**config.mk**
```make
export PLATFORM = sky130hd
export DESIGN_NAME = cirq_dual_view
export DESIGN_NICKNAME = d
export VERILOG_FILES = /design/src/rtl/cirq_pkg.sv /design/src/rtl/cirq_wrap_view.sv /design/src/rtl/cirq_eng_view.sv /design/src/rtl/cirq_rd_mux.sv /design/src/rtl/cirq_dual_view.sv
export SDC_FILE = /design/constraint.sdc
export NUM_CORES = 1
export LEC_CHECK = 0
export BUFFER_PORTS_ARGS = -buffer_cell sky130_fd_sc_hd__buf_2
export CORE_ASPECT_RATIO = 0.5
export CORE_MARGIN = 2
export CORE_UTILIZATION = 59
export DETAILED_ROUTE_END_ITERATION = 6
export PLACE_DENSITY = 0.88
export SYNTH_ARGS = -nofsm -noshare
export SYNTH_HDL_FRONTEND = slang
export SYNTH_HIERARCHICAL = 1
export SYNTH_SLANG_ARGS = --single-unit
export TNS_END_PERCENT = 30
```
**constraint.sdc**
```tcl
create_clock -name clk -period 2.2 [get_ports clk]
set_input_delay 0.11 -clock clk [delete_from_list [all_inputs] [get_ports clk]]
set_output_delay 0.11 -clock clk [all_outputs]
set_load 0.05 [all_outputs]
```
**src/rtl/cirq_pkg.sv**
```systemverilog
// Shared constants for the dual-view interrupt controller.
// Assumes event index 0 = context, 1 = input done, 2 = output done.
package cirq_pkg;
    localparam int NUM_EV  = 3;
    localparam int DATA_W  = 32;

    // Byte offsets of the registers
    localparam int OFF_WMASK = 'h00;
    localparam int OFF_WRAW  = 'h04;
    localparam int OFF_WMSK  = 'h08;
    localparam int OFF_WACK  = 'h0C;
    localparam int OFF_ESTAT = 'h10;
    localparam int OFF_EEN   = 'h14;

    // Bit position of an event in the wrapper view
    function automatic int wrap_pos(input int k);
        case (k)
            0:       return 0;
            1:       return 2;
            default: return 3;
        endcase
    endfunction

    // Bit position of an event in the engine view
    function automatic int eng_pos(input int k);
        return k;
    endfunction
endpackage

```
**src/rtl/cirq_wrap_view.sv**
```systemverilog
// Wrapper view: mask (reset enabled), raw status, masked status, write-one ack.
// Assumes: ev_i are one-cycle pulses; mask_we/ack_we are already qualified full writes;
// wbits_i[k] is the write data bit at the wrapper position of event k.
module cirq_wrap_view #(
    parameter int NUM_EV = cirq_pkg::NUM_EV,
    parameter int DATA_W = cirq_pkg::DATA_W
) (
    input  logic              clk,
    input  logic              rst_n,
    input  logic [NUM_EV-1:0] ev_i,
    input  logic              mask_we,
    input  logic              ack_we,
    input  logic [NUM_EV-1:0] wbits_i,
    output logic [DATA_W-1:0] mask_rd,
    output logic [DATA_W-1:0] raw_rd,
    output logic [DATA_W-1:0] msk_rd
);
    logic [NUM_EV-1:0] mask_q;
    logic [NUM_EV-1:0] raw_q;

    // Mask storage: resets to all enabled, loaded on a full write
    always_ff @(posedge clk) begin
        if (!rst_n)       mask_q <= '1;
        else if (mask_we) mask_q <= wbits_i;
    end

    // Raw status: an event sets its bit, and an ack clears it unless an event arrives in the same cycle
    always_ff @(posedge clk) begin
        if (!rst_n) begin
            raw_q <= '0;
        end else begin
            for (int k = 0; k < NUM_EV; k++) begin
                if (ev_i[k])                     raw_q[k] <= 1'b1;
                else if (ack_we && wbits_i[k])   raw_q[k] <= 1'b0;
            end
        end
    end

    // Spread the event bits onto their wrapper positions for reading
    always_comb begin
        mask_rd = '0;
        raw_rd  = '0;
        msk_rd  = '0;
        for (int k = 0; k < NUM_EV; k++) begin
            mask_rd[cirq_pkg::wrap_pos(k)] = mask_q[k];
            raw_rd[cirq_pkg::wrap_pos(k)]  = raw_q[k];
            msk_rd[cirq_pkg::wrap_pos(k)]  = raw_q[k] & mask_q[k];
        end
    end

    for (genvar g = 0; g < NUM_EV; g++) begin : g_chk

        ev_sets_raw_chk: assert property (@(posedge clk) disable iff (!rst_n)
            ev_i[g] |=> raw_q[g]);

        ack_clears_raw_chk: assert property (@(posedge clk) disable iff (!rst_n)
            (ack_we && wbits_i[g] && !ev_i[g]) |=> !raw_q[g]);
    end
endmodule

```
**src/rtl/cirq_eng_view.sv**
```systemverilog
// Engine view: status with write-one clear, enable (reset disabled), interrupt output.
// Assumes: ev_i are one-cycle pulses; stat_we/en_we are already qualified full writes;
// wbits_i[k] is the write data bit at the engine position of event k.
module cirq_eng_view #(
    parameter int NUM_EV = cirq_pkg::NUM_EV,
    parameter int DATA_W = cirq_pkg::DATA_W
) (
    input  logic              clk,
    input  logic              rst_n,
    input  logic [NUM_EV-1:0] ev_i,
    input  logic              stat_we,
    input  logic              en_we,
    input  logic [NUM_EV-1:0] wbits_i,
    output logic [DATA_W-1:0] stat_rd,
    output logic [DATA_W-1:0] en_rd,
    output logic              irq_o
);
    logic [NUM_EV-1:0] stat_q;
    logic [NUM_EV-1:0] en_q;

    // Enable storage: resets to all disabled
    always_ff @(posedge clk) begin
        if (!rst_n)     en_q <= '0;
        else if (en_we) en_q <= wbits_i;
    end

    // Status: an event sets its bit, and a write-one clears it unless an event arrives in the same cycle
    always_ff @(posedge clk) begin
        if (!rst_n) begin
            stat_q <= '0;
        end else begin
            for (int k = 0; k < NUM_EV; k++) begin
                if (ev_i[k])                     stat_q[k] <= 1'b1;
                else if (stat_we && wbits_i[k])  stat_q[k] <= 1'b0;
            end
        end
    end

    // Interrupt: any enabled status bit
    assign irq_o = |(stat_q & en_q);

    // Spread the bits onto their engine positions for reading
    always_comb begin
        stat_rd = '0;
        en_rd   = '0;
        for (int k = 0; k < NUM_EV; k++) begin
            stat_rd[cirq_pkg::eng_pos(k)] = stat_q[k];
            en_rd[cirq_pkg::eng_pos(k)]   = en_q[k];
        end
    end

    for (genvar g = 0; g < NUM_EV; g++) begin : g_chk

        ev_sets_stat_chk: assert property (@(posedge clk) disable iff (!rst_n)
            ev_i[g] |=> stat_q[g]);

        enabled_ev_irq_chk: assert property (@(posedge clk) disable iff (!rst_n)
            (ev_i[g] && en_q[g] && !en_we) |=> irq_o);
    end
endmodule

```
**src/rtl/cirq_rd_mux.sv**
```systemverilog
// Read multiplexer: selects one register word by byte address; unmapped offsets read zero.
// Assumes the acknowledge offset has no storage and always returns zero.
module cirq_rd_mux #(
    parameter int ADDR_W = 6,
    parameter int DATA_W = cirq_pkg::DATA_W
) (
    input  logic [ADDR_W-1:0] addr_i,
    input  logic [DATA_W-1:0] wmask_i,
    input  logic [DATA_W-1:0] wraw_i,
    input  logic [DATA_W-1:0] wmsk_i,
    input  logic [DATA_W-1:0] estat_i,
    input  logic [DATA_W-1:0] een_i,
    output logic [DATA_W-1:0] rdata_o
);
    // Address decode of the read data
    always_comb begin
        rdata_o = '0;
        if      (addr_i == ADDR_W'(cirq_pkg::OFF_WMASK)) rdata_o = wmask_i;
        else if (addr_i == ADDR_W'(cirq_pkg::OFF_WRAW))  rdata_o = wraw_i;
        else if (addr_i == ADDR_W'(cirq_pkg::OFF_WMSK))  rdata_o = wmsk_i;
        else if (addr_i == ADDR_W'(cirq_pkg::OFF_ESTAT)) rdata_o = estat_i;
        else if (addr_i == ADDR_W'(cirq_pkg::OFF_EEN))   rdata_o = een_i;
    end
endmodule

```
**src/rtl/cirq_dual_view.sv**
```systemverilog
// Top: decodes full-word writes and routes the three event pulses into the
// wrapper view and the engine view. Reads are combinational.
// Assumes events are synchronous one-cycle pulses and the bus is 32 bits wide.
module cirq_dual_view #(
    parameter int ADDR_W = 6
) (
    input  logic              clk,
    input  logic              rst_n,
    input  logic              bus_wr,
    input  logic [ADDR_W-1:0] bus_addr,
    input  logic [3:0]        bus_be,
    input  logic [31:0]       bus_wdata,
    output logic [31:0]       bus_rdata,
    input  logic              ev_ctx,
    input  logic              ev_din,
    input  logic              ev_dout,
    output logic              irq_o
);
    localparam int NUM_EV = cirq_pkg::NUM_EV;
    localparam int DATA_W = cirq_pkg::DATA_W;

    logic [NUM_EV-1:0] ev;
    logic              wr_full;
    logic [NUM_EV-1:0] w_bits;
    logic [NUM_EV-1:0] e_bits;
    logic [DATA_W-1:0] w_mask_word, w_raw_word, w_msk_word, e_stat_word, e_en_word;
    logic              unused_wdata;

    assign ev      = {ev_dout, ev_din, ev_ctx};
    assign wr_full = bus_wr && (&bus_be);
    assign unused_wdata = ^bus_wdata;

    // Pick the write data bits at each view's event positions
    always_comb begin
        for (int k = 0; k < NUM_EV; k++) begin
            w_bits[k] = bus_wdata[cirq_pkg::wrap_pos(k)];
            e_bits[k] = bus_wdata[cirq_pkg::eng_pos(k)];
        end
    end

    cirq_wrap_view #(.NUM_EV(NUM_EV), .DATA_W(DATA_W)) u_wrap (
        .clk     (clk),
        .rst_n   (rst_n),
        .ev_i    (ev),
        .mask_we (wr_full && bus_addr == ADDR_W'(cirq_pkg::OFF_WMASK)),
        .ack_we  (wr_full && bus_addr == ADDR_W'(cirq_pkg::OFF_WACK)),
        .wbits_i (w_bits),
        .mask_rd (w_mask_word),
        .raw_rd  (w_raw_word),
        .msk_rd  (w_msk_word)
    );

    cirq_eng_view #(.NUM_EV(NUM_EV), .DATA_W(DATA_W)) u_eng (
        .clk     (clk),
        .rst_n   (rst_n),
        .ev_i    (ev),
        .stat_we (wr_full && bus_addr == ADDR_W'(cirq_pkg::OFF_ESTAT)),
        .en_we   (wr_full && bus_addr == ADDR_W'(cirq_pkg::OFF_EEN)),
        .wbits_i (e_bits),
        .stat_rd (e_stat_word),
        .en_rd   (e_en_word),
        .irq_o   (irq_o)
    );

    cirq_rd_mux #(.ADDR_W(ADDR_W), .DATA_W(DATA_W)) u_rd (
        .addr_i  (bus_addr),
        .wmask_i (w_mask_word),
        .wraw_i  (w_raw_word),
        .wmsk_i  (w_msk_word),
        .estat_i (e_stat_word),
        .een_i   (e_en_word),
        .rdata_o (bus_rdata)
    );


    partial_write_ignored_chk: assert property (@(posedge clk) disable iff (!rst_n)
        (bus_wr && !(&bus_be)) |=> ($stable(w_mask_word) && $stable(e_en_word)));
endmodule

```
==> Word level (Yosys, flattened, before mapping) <==
Cells that the tools add are included.
Widths: inputs -> output; s select.
{ "classes": {"n_reduce_logical": 20, "eq_ne": 5, "bitwise_logic": 4, "n_mux": 17} }
{ "op_table": {"columns": ["op", "count"], "rows": [
  ["$mux 32", 4],
  ["$eq 6x4->1 const B", 2],
  ["$eq 6x5->1 const B", 2],
  ["$mux 1", 12],
  ["$reduce_bool 2->1", 6],
  ["$logic_and 1x1->1", 11],
  ["$eq 6x3->1 const B", 1],
  ["$logic_not 6->1", 1],
  ["$reduce_and 4->1", 1],
  ["$and 1x1->1", 3],
  ["$and 3x3->3", 1],
  ["$mux 3", 1],
  ["$reduce_or 3->1", 1]
]} }
{ "word_totals": {"output_inout_bits": 33, "reg_bits": 12} }

==> Logic depth before layout (Yosys ltp) <==
{ "depth": {"ltp_word": 6, "ltp_mapped": 7, "ltp_nobuf": 4} }

==> Modules after synthesis <==
Netlist, hierarchy kept.
{ "modules_own_cells": {"columns": ["mod", "area_each_um2", "n_inst", "cells_each"], "rows": [
  ["cirq_rd_mux", 1375.1, 1, 220],
  ["cirq_wrap_view", 882.1, 1, 112],
  ["cirq_eng_view", 666.9, 1, 82],
  ["cirq_dual_view", 85.1, 1, 10]
]} }

==> Least setup slack after synthesis <==
OpenSTA, ideal clock, no wires.
{ "synth_timing": {"kind": "input -> output", "from": "input port bus_addr[1]", "to": "output port bus_rdata[31]", "arrival_ns": 2.058, "path_buffers": 0, "cell_stages": 4, "t_required_ns": 2.090, "slack_ns": 0.032, "cell_sequence": "or3_4 > nor4b_2 > a221oi_1 > o21ai_0"} }
{ "synth_between": {"elab_chain_cells": 4, "elab_cells_between_ends": 6, "classes_between": "eq/ne: 2; mux: 3; reduce/logical: 1"} }
{ "synth_rtl": {"columns": ["element", "line_no", "text"], "rows": [
  ["start, declared", "cirq_dual_view.sv:10", "input logic [ADDR_W-1:0] bus_addr,"],
  ["$eq 6x4->1", "cirq_rd_mux.sv:20", "else if (addr_i == ADDR_W'(cirq_pkg::OFF_WMSK)) rdata_o = wmsk_i;"],
  ["$mux 32", "cirq_rd_mux.sv:20", null],
  ["$mux 32", "cirq_rd_mux.sv:19", "else if (addr_i == ADDR_W'(cirq_pkg::OFF_WRAW)) rdata_o = wraw_i;"],
  ["$mux 32 (*)", "cirq_rd_mux.sv:18", "if (addr_i == ADDR_W'(cirq_pkg::OFF_WMASK)) rdata_o = wmask_i;"],
  ["end, declared", "cirq_dual_view.sv:13", "output logic [31:0] bus_rdata,"]
]} }
Mark *: on every way between the ends. The rest lies on a longest branch, timed or not.

==> Worst setup path after layout <==
{ "layout_timing": {"from": "input port bus_addr[1]", "to": "output port bus_rdata[1]"} }
{ "layout_between": {"elab_chain_cells": 6, "elab_cells_between_ends": 10, "classes_between": "eq/ne: 4; mux: 5; reduce/logical: 1"} }
{ "layout_rtl": {"columns": ["element", "line_no", "text"], "rows": [
  ["$eq 6x5->1", "cirq_rd_mux.sv:22", "else if (addr_i == ADDR_W'(cirq_pkg::OFF_EEN)) rdata_o = een_i;"],
  ["$mux 3", "cirq_rd_mux.sv:22", null],
  ["$mux 32", "cirq_rd_mux.sv:21", "else if (addr_i == ADDR_W'(cirq_pkg::OFF_ESTAT)) rdata_o = estat_i;"],
  ["$mux 32", "cirq_rd_mux.sv:20", null],
  ["$mux 32", "cirq_rd_mux.sv:19", null],
  ["$mux 32 (*)", "cirq_rd_mux.sv:18", null]
]} }
Marks and branches as above.

==> key figures <==
Setup path
  • R2r startpoint: u_eng/stat_q[0]
  • FF-to-FF path depth: 2
  • CP delay by family, top: simple AND/OR/NAND/NOR gates
  • Critical Path Stages: 7
  • Crit. End Element: output pin
  • FF-to-FF setup slack: 1.45 ns
  • WP data required: approximately 2.1 ns
  • Setup CP Type: in -> out
  • Beginning of the critical path: bus_addr[1]
  • Worst-path cell chain: buf_2, or3_4, or4b_2, buf_12, nor2_2, o21ai_1, buf_12
  • Crit path buffers/inverters: 3
  • Crit start category: input port
  • Arr. time, crit path: 1.97 ns
  • CP most frequent cell: buf_12
  • CP max-delay cell: or4b_2
  • Worst reg2reg path endpoint: u_eng/stat_q[0]
  • Crit path to: bus_rdata[1]
  • Crit Path Max Fanout: 24
  • Worst path max stage delay: a little over 0.7 ns

Timing
  • Setup TNS: 0 ns
  • Fin crit period: between 2 and 2.5 ns
  • RSZ-0062 raised after global routing: no
  • Period utilization: 0.945
  • Relative slew margins: 0.577
  • Fin. max-slew vios: 0
  • Fin Hold WS: 0.0741 ns
  • Final Hold Fails: 0
  • Worst clock skew: 0 ns
  • Slew of the pin with the lowest slew margin: between 0.6 and 0.7 ns
  • Final setup fails: 0
  • F_max: approximately 480 MHz

Cells and area
  • Share of post-route cells with drive strength above 1: 0.238
  • Syn-to-layout area delta: -4.82%
  • End-of-flow core utilization: 0.583
  • Nets@finish: 516
  • Antenna diode count: 0

Logic synthesis
  • YS warnings: 6
  • Synth area leader: buf_4
  • Top cells by area, synth: buf_4 36%, mux2i_1 11%, dfxtp_1 8.0%
  • Post-synthesis cell area: about 3000 um^2
  • Share of the yosys chip area belonging to registers: 0.0798
  • Mean Syn Cell Area: between 7 and 8 um^2
  • Synth top area share: 0.362
  • Number of synthesized flops with an enable pin: 0
  • Post-synth cell types: 32
  • Share of flip-flops with an asynchronous set or reset: 0
  • Main synth FF type: dfxtp_1
  • Synth Register Bits: 12
  • Mapped Cells: approximately 420

Clocking
  • CTS Hold Bufs: 0
  • Clock tree from TritonCTS: done
  • Worst-skew pair later-pin latency: 0.24 ns
  • Longest Clk Path Bufs: 2
  • Clock-pin transition on the worst setup and hold timing paths: about 0.050 ns
  • CTS buffer count: 3
  • Clock root buffer: clkbuf_8
  • Post-CTS Resized: 0
  • Post-CTS setup buffer count: 0
  • H-tree depth: 1
  • CTS sink count: 12

Floorplanning
  • Core area: 4910 um^2
  • Initial Util: 0.613
  • Die ar.: approximately 5700 um^2
  • Die Height: ~55 um
  • Row count: 18
  • Top Ports: 81
  • Die X: 105 um

Placed design
  • Detail Placement HPWL: roughly 4.0 mm
  • Placer Congestion: slightly below 0.9
  • Number of I/O port buffers: between 50 and 60

Pwr
  • Sw frac: 0.385
  • Clock share of power: 0.273
  • Flop pwr share: 0.323
  • P_leak: between 1 and 1.5 nW
  • Design Power: 0.719 mW
  • Comb pwr share: 0.404
  • Pint: 0.442 mW
  • Pwr dens: about 250 nW/um^2
  • Max VDD drop: approximately 0.00037 V
  • Switching pwr: approximately 0.28 mW

Outcome
  • Run status: completed

Worst hold path
  • Hold WC Path Type: in -> reg
  • Hold path start: bus_wdata[1]

GRT
  • Vias in the first global route: 1978
  • GRT overflow: 0
  • Largest net degree at the start of global routing: 29
  • Initial antenna violation count: 0
  • Tot GR Track Use: 0.188
  • First-pass GRT wire length: between 8 and 9 mm

Route
  • Routed wire length: around 5 mm
  • Avg Vias per Cell: 4.33
  • Routed Antenna Nets: 0
  • Residual DRC count: 0
  • Via count: 2322
  • DRT iter0 DRCs: 76
  • First-pass iteration count of the detailed router: 5
  • Per-cell routed wire length: approximately 9.5 um

Job
  • Maxcap violations: 0
## how the worst min path moves through the flow
stage                                   to  slack [ns]  cells after the start
after floorplan           u_wrap/mask_q[0]        0.17                      1
after CTS                  u_eng/stat_q[1]        0.07                      2
final                      u_eng/stat_q[1]        0.07                      2
after global routing       u_wrap/raw_q[2]        0.08                      2
after global placement     u_wrap/raw_q[2]        0.32                      2
after detailed placement   u_eng/stat_q[1]        0.32                      2
## power groups by stage
| stage | Clock (mW) | Sequential (mW) | Combinational (mW) |
|---|---|---|---|
| final | 0.197 | 0.232 | 0.290 |
| after global placement | 0 | 0.235 | 0.279 |
| after floorplan | 0 | 0.234 | 0.400 |
| after global routing | 0.208 | 0.233 | 0.324 |
| after detailed placement | 0 | 0.237 | 0.283 |
| after CTS | 0.197 | 0.232 | 0.284 |
## cells in the final DEF (no fill, tap or decap)
cell | netlist | routed
o21ai_0 | 7 | 7
nand2b_1 | 2 | 2
mux2_2 | 6 | 6
nor4b_4 | 0 | 1
nor2_1 | 4 | 4
a221oi_1 | 6 | 6
nor4_1 | 3 | 3
nand4bb_4 | 1 | 1
nor2b_1 | 4 | 3
o21ai_1 | 31 | 31
nor2_2 | 30 | 30
and3_1 | 1 | 1
nor3_1 | 27 | 27
nor3_2 | 1 | 1
a31oi_1 | 6 | 6
or3_4 | 1 | 1
a222oi_1 | 1 | 1
or3_1 | 1 | 1
buf_2 | 8 | 51
buf_4 | 145 | 13
or4b_2 | 0 | 1
nand4b_1 | 1 | 1
inv_1 | 8 | 8
nand2_1 | 36 | 36
clkbuf_8 | 0 | 3
nor2b_2 | 0 | 1
conb_1 | 2 | 145
dfxtp_1 | 12 | 12
buf_12 | 0 | 2
and2_1 | 3 | 3
mux2i_1 | 32 | 32
a211oi_1 | 26 | 26
## worst reg2reg max path: cells and delay by family (launching register included)
kind	cells	cell delay, ns
AO/OA/AOI/OAI	2	0.28
flip-flops	1	0.33
## state kept, by name (all words and copies together) (netlist names)
signal and count:
u_wrap/mask_q 3, u_eng/stat_q 3, u_wrap/raw_q 3, u_eng/en_q 3
## cell type report
type | count | area, um^2
clock buffer | 3 | 41.3
sequential | 12 | 240
fill | 490 | 2050
inverter | 8 | 30.0
tap | 70 | 87.6
timing repair buffer | 66 | 393
multi-input combinational | 377 | 2070
## synthesized netlist by cell type, types with 3 or more instances
master and count:
buf_4 145, nand2_1 36, mux2i_1 32, o21ai_1 31, nor2_2 30, nor3_1 27
a211oi_1 26, dfxtp_1 12, clkbuf_1 11, buf_2 8, inv_1 8, o21ai_0 7
a221oi_1 6, a31oi_1 6, mux2_2 6, nor2_1 4, nor2b_1 4, and2_1 3
buf_1 3, buf_6 3, nor4_1 3
## logic make-up (layout without fill, tap and decap cells)
group	count (synthesis)	in the layout	synth area share
buffers and inverters	178	77	0.414
other	2	145	0.00250
AO/OA/AOI/OAI	77	77	0.161
flip-flops	12	12	0.0798
AND/OR/NAND/NOR	117	117	0.214
multiplexers	38	38	0.129
## layer usage
layer  up-vias  share of wire  GRT usage  routed length (um)
li1       1246              -          -                   -
met1       996           0.47      0.232                2410
met2        76           0.47      0.365                2420
met3         4          0.052     0.0226                 265
met4         0         0.0027     0.0378                  14
met5         -              0          0                   0
## through the flow
| step | area, um^2 | cells | setup slack (ns) |
|---|---|---|---|
| after floorplan | 3550 | 567 | 0.0321 |
| after global routing | 2860 | 536 | 0.0705 |
| final | 2860 | 536 | 0.122 |
| after global placement | 2820 | 533 | 0.143 |
| after detailed placement | 2820 | 533 | 0.115 |
| after CTS | 2860 | 536 | 0.115 |
(Power assumes the default switching activity.)
